**src/rtl/dmac_pkg.sv**
```systemverilog
package dmac_pkg;
  localparam int CH_W = 2;
  localparam int NCH  = 1 << CH_W;
  localparam int DW   = 8;
  localparam int AW   = 2 * DW;
  localparam int PW   = 8;
  localparam int RW   = 5;

  localparam logic [2:0]    GRP_ADDR   = 3'd0;
  localparam logic [2:0]    GRP_CNT    = 3'd1;
  localparam logic [2:0]    GRP_PAGE   = 3'd2;
  localparam logic [RW-1:0] RA_MODE    = 5'd12;
  localparam logic [RW-1:0] RA_SMASK   = 5'd13;
  localparam logic [RW-1:0] RA_CLRBP   = 5'd14;
  localparam logic [RW-1:0] RA_MCLR    = 5'd15;
  localparam logic [RW-1:0] RA_CLRMASK = 5'd16;
  localparam logic [RW-1:0] RA_STAT    = 5'd17;

  localparam logic [1:0] XT_TOMEM   = 2'b01;
  localparam logic [1:0] XT_FROMMEM = 2'b10;

  typedef enum logic [1:0] {SQ_IDLE, SQ_HOLD, SQ_XFER} sq_state_t;
endpackage

```
**src/rtl/dmac_chan.sv**
```systemverilog
module dmac_chan
  import dmac_pkg::*;
(
  input  logic          clk,
  input  logic          rst_n,
  input  logic          wr_addr,
  input  logic          wr_cnt,
  input  logic          wr_page,
  input  logic          wr_mode,
  input  logic          hi_sel,
  input  logic          set_mask,
  input  logic          clr_mask,
  input  logic          mask_all,
  input  logic          unmask_all,
  input  logic          clr_flag,
  input  logic          step,
  input  logic [DW-1:0] wdata,
  output logic [AW-1:0] cur_addr,
  output logic [AW-1:0] cur_cnt,
  output logic [PW-1:0] page,
  output logic [1:0]    xtype,
  output logic          masked,
  output logic          last,
  output logic          flag
);
  logic [AW-1:0] addr_q, addr_d, cnt_q, cnt_d;
  logic [PW-1:0] page_q;
  logic [1:0]    type_q;
  logic          mask_q, mask_d, flag_q, flag_d;
  logic          done;

  assign last = (cnt_q == '0);
  assign done = step && last;

  always_comb begin
    addr_d = addr_q;
    if (step) addr_d = addr_q + 1'b1;
    if (wr_addr) begin
      if (hi_sel) addr_d[AW-1:DW] = wdata;
      else        addr_d[DW-1:0]  = wdata;
    end
  end

  always_comb begin
    cnt_d = cnt_q;
    if (step) cnt_d = cnt_q - 1'b1;
    if (wr_cnt) begin
      if (hi_sel) cnt_d[AW-1:DW] = wdata;
      else        cnt_d[DW-1:0]  = wdata;
    end
  end

  always_comb begin
    mask_d = mask_q;
    if (unmask_all) mask_d = 1'b0;
    if (clr_mask)   mask_d = 1'b0;
    if (set_mask)   mask_d = 1'b1;
    if (done)       mask_d = 1'b1;
    if (mask_all)   mask_d = 1'b1;
  end

  always_comb begin
    flag_d = flag_q;
    if (clr_flag) flag_d = 1'b0;
    if (done)     flag_d = 1'b1;
  end

  always_ff @(posedge clk or negedge rst_n) begin
    if (!rst_n) begin
      addr_q <= '0;
      cnt_q  <= '0;
      page_q <= '0;
      type_q <= '0;
      mask_q <= 1'b1;
      flag_q <= 1'b0;
    end else begin
      addr_q <= addr_d;
      cnt_q  <= cnt_d;
      if (wr_page) page_q <= wdata;
      if (wr_mode) type_q <= wdata[3:2];
      mask_q <= mask_d;
      flag_q <= flag_d;
    end
  end

  assign cur_addr = addr_q;
  assign cur_cnt  = cnt_q;
  assign page     = page_q;
  assign xtype    = type_q;
  assign masked   = mask_q;
  assign flag     = flag_q;
endmodule

```
**src/rtl/dmac_prio.sv**
```systemverilog
module dmac_prio #(
  parameter int N = 4
) (
  input  logic [N-1:0] req,
  output logic [N-1:0] grant
);
  always_comb begin
    grant = '0;
    for (int i = N - 1; i >= 0; i--) begin
      if (req[i]) begin
        grant    = '0;
        grant[i] = 1'b1;
      end
    end
  end
endmodule

```
**src/rtl/dmac_seq.sv**
```systemverilog
module dmac_seq
  import dmac_pkg::*;
#(
  parameter int N = 4
) (
  input  logic         clk,
  input  logic         rst_n,
  input  logic [N-1:0] grant,
  input  logic         abort,
  input  logic         hold_ack,
  output logic         hold_req,
  output logic         xfer,
  output logic [N-1:0] sel
);
  sq_state_t    state_q, state_d;
  logic [N-1:0] sel_q;
  logic         sel_en;

  always_comb begin
    state_d = state_q;
    sel_en  = 1'b0;
    case (state_q)
      SQ_IDLE: if (|grant) begin
        state_d = SQ_HOLD;
        sel_en  = 1'b1;
      end
      SQ_HOLD: if (hold_ack) state_d = SQ_XFER;
      SQ_XFER: state_d = SQ_IDLE;
      default: state_d = SQ_IDLE;
    endcase
    if (abort) state_d = SQ_IDLE;
  end

  always_ff @(posedge clk or negedge rst_n) begin
    if (!rst_n) begin
      state_q <= SQ_IDLE;
      sel_q   <= '0;
    end else begin
      state_q <= state_d;
      if (sel_en) sel_q <= grant;
    end
  end

  assign hold_req = (state_q != SQ_IDLE);
  assign xfer     = (state_q == SQ_XFER);
  assign sel      = sel_q;
endmodule

```
**src/rtl/dmac4_core.sv**
```systemverilog
module dmac4_core
  import dmac_pkg::*;
(
  input  logic             clk,
  input  logic             rst_n,
  input  logic [RW-1:0]    io_addr,
  input  logic             io_wr,
  input  logic             io_rd,
  input  logic [DW-1:0]    io_wdata,
  output logic [DW-1:0]    io_rdata,
  input  logic [NCH-1:0]   dreq,
  output logic [NCH-1:0]   dack,
  output logic             hold_req,
  input  logic             hold_ack,
  output logic [PW+AW-1:0] mem_addr,
  output logic             mem_rd,
  output logic             mem_wr,
  output logic             tc_pulse
);
  logic [1:0] rst_sync_q;
  logic       rst_int_n;

  always_ff @(posedge clk or negedge rst_n) begin
    if (!rst_n) rst_sync_q <= 2'b00;
    else        rst_sync_q <= {rst_sync_q[0], 1'b1};
  end
  assign rst_int_n = rst_sync_q[1];

  logic [2:0]      grp;
  logic [CH_W-1:0] csel;
  assign grp  = io_addr[RW-1:CH_W];
  assign csel = io_addr[CH_W-1:0];

  logic any_io, ptr_acc, clrbp_wr, mclr_wr, clrmask_wr, smask_wr, mode_wr, stat_rd;
  assign any_io     = io_wr || io_rd;
  assign ptr_acc    = any_io && (grp == GRP_ADDR || grp == GRP_CNT);
  assign clrbp_wr   = io_wr && (io_addr == RA_CLRBP);
  assign mclr_wr    = io_wr && (io_addr == RA_MCLR);
  assign clrmask_wr = io_wr && (io_addr == RA_CLRMASK);
  assign smask_wr   = io_wr && (io_addr == RA_SMASK);
  assign mode_wr    = io_wr && (io_addr == RA_MODE);
  assign stat_rd    = io_rd && (io_addr == RA_STAT);

  logic ptr_q, ptr_d;
  always_comb begin
    ptr_d = ptr_q;
    if (ptr_acc) ptr_d = ~ptr_q;
    if (clrbp_wr || mclr_wr) ptr_d = 1'b0;
  end

  always_ff @(posedge clk or negedge rst_int_n) begin
    if (!rst_int_n) ptr_q <= 1'b0;
    else            ptr_q <= ptr_d;
  end

  logic [AW-1:0]  ch_addr [NCH];
  logic [AW-1:0]  ch_cnt  [NCH];
  logic [PW-1:0]  ch_page [NCH];
  logic [1:0]     ch_type [NCH];
  logic [NCH-1:0] ch_masked, ch_last, ch_flag, eligible, grant, sel, step;
  logic           xfer;

  assign eligible = dreq & ~ch_masked;

  dmac_prio #(.N(NCH)) u_prio (
    .req   (eligible),
    .grant (grant)
  );

  dmac_seq #(.N(NCH)) u_seq (
    .clk      (clk),
    .rst_n    (rst_int_n),
    .grant    (grant),
    .abort    (mclr_wr),
    .hold_ack (hold_ack),
    .hold_req (hold_req),
    .xfer     (xfer),
    .sel      (sel)
  );

  for (genvar c = 0; c < NCH; c++) begin : g_ch
    logic hit;
    assign hit     = (csel == CH_W'(c));
    assign step[c] = xfer && sel[c] && !mclr_wr;

    dmac_chan u_chan (
      .clk        (clk),
      .rst_n      (rst_int_n),
      .wr_addr    (io_wr && grp == GRP_ADDR && hit),
      .wr_cnt     (io_wr && grp == GRP_CNT && hit),
      .wr_page    (io_wr && grp == GRP_PAGE && hit),
      .wr_mode    (mode_wr && io_wdata[CH_W-1:0] == CH_W'(c)),
      .hi_sel     (ptr_q),
      .set_mask   (smask_wr && io_wdata[CH_W-1:0] == CH_W'(c) && io_wdata[2]),
      .clr_mask   (smask_wr && io_wdata[CH_W-1:0] == CH_W'(c) && !io_wdata[2]),
      .mask_all   (mclr_wr),
      .unmask_all (clrmask_wr),
      .clr_flag   (stat_rd || mclr_wr),
      .step       (step[c]),
      .wdata      (io_wdata),
      .cur_addr   (ch_addr[c]),
      .cur_cnt    (ch_cnt[c]),
      .page       (ch_page[c]),
      .xtype      (ch_type[c]),
      .masked     (ch_masked[c]),
      .last       (ch_last[c]),
      .flag       (ch_flag[c])
    );
  end

  logic [1:0] act_type;
  logic       act_last;

  always_comb begin
    mem_addr = '0;
    act_type = '0;
    act_last = 1'b0;
    for (int c = 0; c < NCH; c++) begin
      if (sel[c]) begin
        mem_addr = mem_addr | {ch_page[c], ch_addr[c]};
        act_type = act_type | ch_type[c];
        act_last = act_last | ch_last[c];
      end
    end
    if (!xfer) mem_addr = '0;
  end

  assign dack     = xfer ? sel : '0;
  assign mem_wr   = xfer && (act_type == XT_TOMEM);
  assign mem_rd   = xfer && (act_type == XT_FROMMEM);
  assign tc_pulse = xfer && act_last;

  always_comb begin
    io_rdata = '0;
    if (io_rd) begin
      if (io_addr == RA_STAT) begin
        io_rdata = {{(DW-NCH){1'b0}}, ch_flag};
      end else begin
        case (grp)
          GRP_ADDR: io_rdata = ptr_q ? ch_addr[csel][AW-1:DW] : ch_addr[csel][DW-1:0];
          GRP_CNT:  io_rdata = ptr_q ? ch_cnt[csel][AW-1:DW]  : ch_cnt[csel][DW-1:0];
          GRP_PAGE: io_rdata = ch_page[csel];
          default:  io_rdata = '0;
        endcase
      end
    end
  end
endmodule

```
**config.mk**
```make
export PLATFORM = sky130hd
export DESIGN_NAME = dmac4_core
export DESIGN_NICKNAME = d
export VERILOG_FILES = /design/src/rtl/dmac_pkg.sv /design/src/rtl/dmac_chan.sv /design/src/rtl/dmac_prio.sv /design/src/rtl/dmac_seq.sv /design/src/rtl/dmac4_core.sv
export SDC_FILE = /design/constraint.sdc
export NUM_CORES = 1
export LEC_CHECK = 0
export BUFFER_PORTS_ARGS = -buffer_cell sky130_fd_sc_hd__buf_2
export CAP_MARGIN = 25
export CORE_MARGIN = 5
export CORE_UTILIZATION = 50
export DETAILED_ROUTE_END_ITERATION = 6
export PLACE_DENSITY = 0.67
export SYNTH_ARGS = -nofsm -noshare
export SYNTH_HDL_FRONTEND = slang
export SYNTH_HIERARCHICAL = 1
export SYNTH_SLANG_ARGS = --single-unit
```
**constraint.sdc**
```tcl
create_clock -name clk -period 14.25 [get_ports clk]
set_clock_uncertainty 0.2 [all_clocks]
set_input_delay 0.7125 -clock clk [delete_from_list [all_inputs] [get_ports clk]]
set_output_delay 0.7125 -clock clk [all_outputs]
set_load 0.02 [all_outputs]
```
## Word-level counts from Yosys, hierarchy flattened

Cells that the tools add are included.

| word-level totals | value |
|---|---|
| word-level logic and storage cells | 243 |
| register bits after elaboration | 185 |
| output and inout bits | 40 |

| operators by class | value |
|---|---|
| eq/ne operators | 20 |
| reduce and logical (&&, ||, !) cells | 79 |
| order comparisons | 1 |
| bitwise logic cells | 13 |
| mux-type cells | 94 |
| add/sub/neg operators | 8 |

Operators with widths:

| kind | number |
|---|---|
| $mux W16 | 20 |
| $mux W8 | 22 |
| $mux W24 | 5 |
| $or A24 B24 Y24 | 3 |
| $add A16 B1 Y16 const B | 4 |
| $bmux W16 S2 | 2 |
| $logic_not A16 Y1 | 4 |
| $sub A16 B1 Y16 const B | 4 |
| $logic_and A1 B1 Y1 | 53 |
| $mux W1 | 30 |
| $pmux W8 S3 | 1 |
| $eq A5 B4 Y1 const B | 4 |
| $mux W4 | 5 |
| $reduce_bool A5 Y1 | 4 |
| $bmux W8 S2 | 1 |
| $mux W2 | 7 |
| $eq A2 B2 Y1 const B | 6 |
| $reduce_bool A2 Y1 | 6 |
| $eq A5 B5 Y1 const B | 2 |
| $eq A2 B1 Y1 const B | 4 |
| $logic_not A2 Y1 | 3 |
| $or A2 B2 Y2 | 3 |
| $and A4 B4 Y4 | 1 |
| $logic_or A1 B1 Y1 | 4 |
| 14 further kinds | 17 |

## Logic depth before layout (Yosys ltp)

| logic depth | value |
|---|---|
| word-level depth | 10 |
| gate-level depth with buffers | 10 |
| gate-level depth less buffers | 7 |

## By module

The synthesis kept the hierarchy.

By module, submodules not included:

| module | cells an instance | times used | area each (µm²) | seq. area each (µm²) |
|---|---|---|---|---|
| dmac_chan (g_ch[1].u_chan ...) | 226 | 3 | 2212.1 | 1102.3 |
| dmac4_core | 278 | 1 | 2441.1 | 75.1 |
| dmac_chan (g_ch[0].u_chan) | 226 | 1 | 2225.9 | 1102.3 |
| dmac_seq | 31 | 1 | 304.0 | 150.1 |
| dmac_prio | 4 | 1 | 38.8 | 0.0 |

## Least setup slack after synthesis

No wires, ideal clock.

| path | value |
|---|---|
| path kind | input port to flip-flop |
| start | input port io_addr[0] |
| end | register g_ch[3].u_chan.cnt_q[5] |
| arrival | 2.729 ns |
| library setup time | 0.118 ns |
| path slack | 11.203 ns |
| stages on the path | 10 |
| cells stage by stage | buf_2 -> buf_2 -> buf_2 -> nand3_1 -> and3_1 -> buf_2 -> or3b_2 -> o41ai_1 -> a21oi_1 -> a21o_1 |

| on the way | value |
|---|---|
| longest elaborated chain between the ends | 7 |
| elaborated cells between the ends (all ways) | 9 |
| classes of those cells | eq/ne (2); mux (3); reduce/logical (4) |

Ends and longest elaborated chain:

| element | line | RTL |
|---|---|---|
| start: declaration | dmac4_core.sv:6 | `input logic [RW-1:0] io_addr,` |
| $eq A5 B4 Y1 * | dmac4_core.sv:38 | `assign mclr_wr = io_wr && (io_addr == RA_MCLR);` |
| $logic_and A1 B1 Y1 * | dmac4_core.sv:38 |  |
| $logic_not A1 Y1 * | dmac4_core.sv:84 | `assign step[c] = xfer && sel[c] && !mclr_wr;` |
| $logic_and A1 B1 Y1 * | dmac4_core.sv:84 |  |
| named net step[3] | dmac4_core.sv:60 | `logic [NCH-1:0] ch_masked, ch_last, ch_flag, eligible, grant, sel, step;` |
| $mux W16 * | dmac_chan.sv:46 | `if (step) cnt_d = cnt_q - 1'b1;` |
| $mux W8 | dmac_chan.sv:48 | `if (hi_sel) cnt_d[AW-1:DW] = wdata;` |
| $mux W16 * | dmac_chan.sv:47 | `if (wr_cnt) begin` |
| named net g_ch[3].u_chan.cnt_d[5] | dmac_chan.sv:26 | `logic [AW-1:0] addr_q, addr_d, cnt_q, cnt_d;` |
| end signal: assignment | dmac_chan.sv:78 | `cnt_q <= cnt_d;` |
| end: declaration | dmac_chan.sv:26 |  |

Mark *: on every way through the listed nets, which the timed path passes. The rest lies on a longest branch.
A chain may end at the register's enable or synchronous reset.

## Worst setup path in the final report

| path | value |
|---|---|
| start | input port io_addr[1] |
| end | output port io_rdata[7] |

| on the way | value |
|---|---|
| longest elaborated chain between the ends | 8 |
| elaborated cells between the ends (all ways) | 16 |
| classes of those cells | eq/ne (1); mux (14); bitwise (1) |

Ends and longest elaborated chain:

| element | line | RTL |
|---|---|---|
| $not A2 Y3 (implied by the code) | dmac4_core.sv:140, dmac4_core.sv:141, dmac4_core.sv:142 |  |
| $bmux W16 S2, on equally long branches | dmac4_core.sv:141, dmac4_core.sv:140 |  |
| $mux W16, on equally long branches (2 in series) | dmac4_core.sv:141, dmac4_core.sv:140 |  |
| $mux W8, on equally long branches | dmac4_core.sv:141, dmac4_core.sv:140 |  |
| $pmux W8 S3 | dmac4_core.sv:139 | `case (grp)` |
| $mux W8 * | dmac4_core.sv:136 | `if (io_addr == RA_STAT) begin` |
| $mux W8 * | dmac4_core.sv:135 | `if (io_rd) begin` |
| end: declaration | dmac4_core.sv:10 | `output logic [DW-1:0] io_rdata,` |

Every way passes the cells marked *; elsewhere a longest branch is shown, timed or not. The select of a mux whose other input is x is not followed.

==> results.md <==
- The TritonCTS clock tree is built.
- The worst register-to-register path ends at g_ch[3].u_chan/cur_addr[15]$_DFF_PN0_.
- The final layout contains routed wiring with a total length of 35.42 mm.
- Synthesis handed over a netlist of 1217 instances.
- The reported leakage power is 4.946 nW.
- The maximum fanout along the worst path is 56.
- Headroom to the max-slew limit came out at 35.09%.
- The first-iteration detailed-routing DRC count is 1085.
- The number of antenna violations at the first check in global routing was 0.
- The tree is rooted in a sky130_fd_sc_hd__clkbuf_16.
- The most used flip-flop cell after synthesis is sky130_fd_sc_hd__dfrtp_1.
- Compared with the post-synthesis result, the final layout area differs by 9.863%.
- The maximum operating frequency is 262.1 MHz.
- The startpoint of the most critical setup path is io_addr[1].
- The number of H-tree levels is 4.
- The final HPWL from detailed placement is 23.83 mm.
- The number of search-and-repair iterations in the first detailed-routing pass is 5.
- The layout has 2032 filler cells.
- The die covers 0.02645 mm2.
- The kind of launch point of the worst setup path is an input port.
- The number of global-route vias before repair is 9412.
- Routability-driven placement finished with a final weighted congestion of 0.9155.
- The clock net in this run drives a total of 185 sinks.
- The top-level port count is 62.
- The clock insertion delay at the later pin of the skew report is 0.44 ns.
- The chip height is 162.6 um.
- Across all register-to-register paths, the minimum setup slack is 10.84 ns.
- In the final routed layout, each cell accounts on average for 22.44 um.
- Data on the critical path arrives at its endpoint at 2.90 ns.
- The hold violation total from the final report is 0.
- The number of nets in the synthesized netlist is 1247.
- The clock slew at the register clock pins of the worst setup and hold paths is 0.07 ns.
- Counting flops with a built-in enable in the synthesized netlist gives 0.
- A synthesized cell averages 9.570 um2.
- The count of cells along the worst register-to-register path is 7.
- Counting flops and latches in the post-synthesis netlist gives 185.
- The minimum period implied by the final worst setup slack is 3.815 ns.
- STA classifies the critical path endpoint as an output port.
- The run finished with clean final reports.
- For this run, the post-layout net count is 1283.
- Of the available clock period, the critical path in the final layout requires 26.77%.
- The number of pins with negative max-slew slack in the final report is 0.
- The classification of the worst-slack hold path is reg -> async.
- At the worst endpoint, the required time is 13.34 ns.
- The share of layout cells above drive strength 1 is 16.21%.
- The maximum buffer depth of the clock tree is 2.
- The tightest hold margin is 0.04409 ns.
- Power spread over the standard cell area amounts to 181.0 mW/mm2.
- The first global-routing pass estimated 55.08 mm of wire.
- Entering global routing, the biggest net connects 76 pins.
- The horizontal die dimension is 162.6 um.
- The overflow left after global routing is 0.
- After routing, the total negative slack on setup checks comes to 0 ns.
- The setup path with the least slack is of type in -> out.
- The area of the core is 0.02278 mm2.
- Input and output buffers added on the ports amount to 61.
- The synthesis warning total is 6.
- The number of antenna diodes in the final layout is 0.
- Of all flip-flops after synthesis, the portion carrying an async set or reset was 100.0%.
- The netlist uses 62 different library cells.
- The total vias in the final route is 9908.
- Dividing the detail-routed via count by the number of cells gives 6.279.
- In this run, CTS created clock tree buffers numbering 17.
- The tool flagged a number of max-cap violations equal to 0.
- The final-report setup violation count is 0.
- The transition time at the pin with the least slew margin is 0.9700 ns.
- In this run the critical register-to-register path is launched from u_seq/state_q[1]$_DFFE_PN0P_.
- Setup repair after global routing left no endpoint under its margin.
- Row generation in the floorplan step produced 55 rows.
- After synthesis the cells add up to 0.01165 mm2.
- Once the clock tree was built, the setup fixing pass inserted 0 buffers.
- After detailed routing, the number of remaining DRC violations is 0.
- In this run the remaining antenna-violating nets after routing total 0.
- For this configuration, the core starts out at a cell density of 51.13%.
- The peak ir drop on the vdd network is 110.5 uV.
- The sequential area share after synthesis is 39.79%.
- The global-route usage over all layers is 26.86%.
-- cell type report --
type                       count  area [um2]  share of cell area, %
tap                          313       391.6                  3.061
clock buffer                  18       429.2                  3.354
clock inverter                13       157.7                  1.232
sequential                   185        4638                  36.25
inverter                      26       97.59                 0.7628
multi-input combinational    949        6655                  52.01
timing repair buffer          74       425.4                  3.325
-- sequential cells by signal, indices dropped and copies added (netlist names) --
signal                count
g_ch.u_chan/cur_addr     64
g_ch.u_chan/cur_cnt      64
g_ch.u_chan/flag          4
g_ch.u_chan/masked        4
g_ch.u_chan/page         32
g_ch.u_chan/xtype         8
ptr_q                     1
rst_sync_q                2
u_seq/sel                 4
u_seq/state_q             2
-- worst max-delay path: stages --
cell and delay (ns):
sky130_fd_sc_hd__buf_2 0.08, sky130_fd_sc_hd__buf_4 0.61, sky130_fd_sc_hd__mux4_1 0.64, sky130_fd_sc_hd__mux2_4 0.29, sky130_fd_sc_hd__a22oi_1 0.20, sky130_fd_sc_hd__o21ai_1 0.15
sky130_fd_sc_hd__buf_2 0.20
-- repair_timing --
item,4_1_cts,5_1_grt
resized for setup,0,0
setup endpoints to repair,0,0
hold buffers,1,0
hold endpoints to repair,2,0
-- metal layers --
layer	vias up	track usage, %	part of all wire (%)
met5	-	0	0
met4	0	6.710	1.8
met3	44	7.264	10
met2	427	40.19	45
met1	4894	38.99	43
li1	4543	-	-
-- cells in the final DEF (no fill, tap or decap), drive strengths merged, types with 16 or more instances in the layout --
master    n
nor4     30
mux2i    24
nand2   125
clkbuf   18
nor2    114
inv      34
nor2b    16
a22oi    57
buf      73
o21ai    80
nand3    34
xnor2    51
a21oi    53
mux4     34
a21boi   25
o211ai   16
mux2     42
nor3     34
dfrtp   181
nand4    35
xor2     52
-- report_power, final --
| group | switching (mW) | internal [mW] | total, mW |
|---|---|---|---|
| logic | 0.404 | 0.360 | 0.764 |
| registers | 0.347 | 0.718 | 1.07 |
| clock network | 0.222 | 0.264 | 0.487 |
-- worst max-delay path by stage --
stage                     cells past startpoint  slack (ns)                                    to
after floorplan                               0        8.52  g_ch[0].u_chan/cur_addr[0]$_DFF_PN0_
after global placement                        7       10.48                           io_rdata[7]
after detailed placement                      7       10.45                           io_rdata[7]
after CTS                                     7       10.44                           io_rdata[7]
after global routing                          7       10.30                           io_rdata[3]
final                                         7       10.43                           io_rdata[7]
-- through the flow --
| step | area (um2) | setup slack [ns] | power, mW | util [%] | std cells |
|---|---|---|---|---|---|
| 6_report | 12790 | 10.43 | 2.316 | 56.17 | 1578 |
| 5_1_grt | 12790 | 10.30 | 2.446 | 56.17 | 1578 |
| 4_1_cts | 12770 | 10.44 | 2.300 | 56.05 | 1577 |
| 3_5_place_dp | 12170 | 10.45 | 1.808 | 53.43 | 1545 |
| 3_3_place_gp | 12170 | 10.48 | 1.786 | 53.43 | 1545 |
| 2_1_floorplan | 11650 | 8.520 | 1.516 | - | 1217 |
-- cell families after synthesis --
group / Yosys count / share of synthesized area, %
xor+xnor: 103 / 7.746
mux: 100 / 12.92
fa+ha+maj: 8 / 0.8595
other cells: 1 / 0.03220
compound gates: 267 / 14.42
flops: 185 / 39.79
buf+inv: 83 / 3.083
simple gates: 470 / 21.14
-- cell usage after synthesis, types with 4 or more instances --
master / number / area (um2)
sky130_fd_sc_hd__dfrtp_1: 181 / 4529
sky130_fd_sc_hd__nand2_1: 125 / 469.2
sky130_fd_sc_hd__nor2_1: 114 / 427.9
sky130_fd_sc_hd__o21ai_0: 79 / 395.4
sky130_fd_sc_hd__a22oi_1: 57 / 427.9
sky130_fd_sc_hd__a21oi_1: 53 / 265.3
sky130_fd_sc_hd__xor2_1: 52 / 455.4
sky130_fd_sc_hd__xnor2_1: 51 / 446.7
sky130_fd_sc_hd__mux2_2: 41 / 461.7
sky130_fd_sc_hd__clkbuf_1: 35 / 131.4
sky130_fd_sc_hd__nand4_1: 35 / 219.0
sky130_fd_sc_hd__nor3_1: 34 / 170.2
sky130_fd_sc_hd__nand3_1: 30 / 150.1
sky130_fd_sc_hd__mux4_2: 28 / 630.6
sky130_fd_sc_hd__nor4_1: 28 / 175.2
sky130_fd_sc_hd__inv_1: 26 / 97.59
sky130_fd_sc_hd__a21boi_0: 25 / 187.7
sky130_fd_sc_hd__mux2i_1: 24 / 240.2
sky130_fd_sc_hd__nor2b_1: 16 / 100.1
sky130_fd_sc_hd__o211ai_1: 16 / 120.1
sky130_fd_sc_hd__nand2b_1: 12 / 75.07
sky130_fd_sc_hd__buf_2: 11 / 55.05
sky130_fd_sc_hd__a31oi_1: 10 / 62.56
sky130_fd_sc_hd__or4_1: 9 / 67.56
sky130_fd_sc_hd__ha_1: 8 / 100.1
sky130_fd_sc_hd__nand3b_1: 8 / 60.06
sky130_fd_sc_hd__nand4b_1: 8 / 70.07
sky130_fd_sc_hd__or3b_2: 8 / 70.07
sky130_fd_sc_hd__or3_1: 7 / 43.79
sky130_fd_sc_hd__and3_1: 6 / 37.54
sky130_fd_sc_hd__mux4_1: 6 / 157.7
sky130_fd_sc_hd__o31ai_1: 6 / 45.04
sky130_fd_sc_hd__buf_1: 5 / 18.77
sky130_fd_sc_hd__nor3b_1: 5 / 37.54
sky130_fd_sc_hd__a21o_1: 4 / 30.03
sky130_fd_sc_hd__a221oi_1: 4 / 35.03
sky130_fd_sc_hd__and2_1: 4 / 25.02
sky130_fd_sc_hd__and4bb_2: 4 / 50.05
sky130_fd_sc_hd__dfstp_2: 4 / 105.1
sky130_fd_sc_hd__or4_4: 4 / 45.04
No activity file was read; power rests on OpenSTA's default activity.
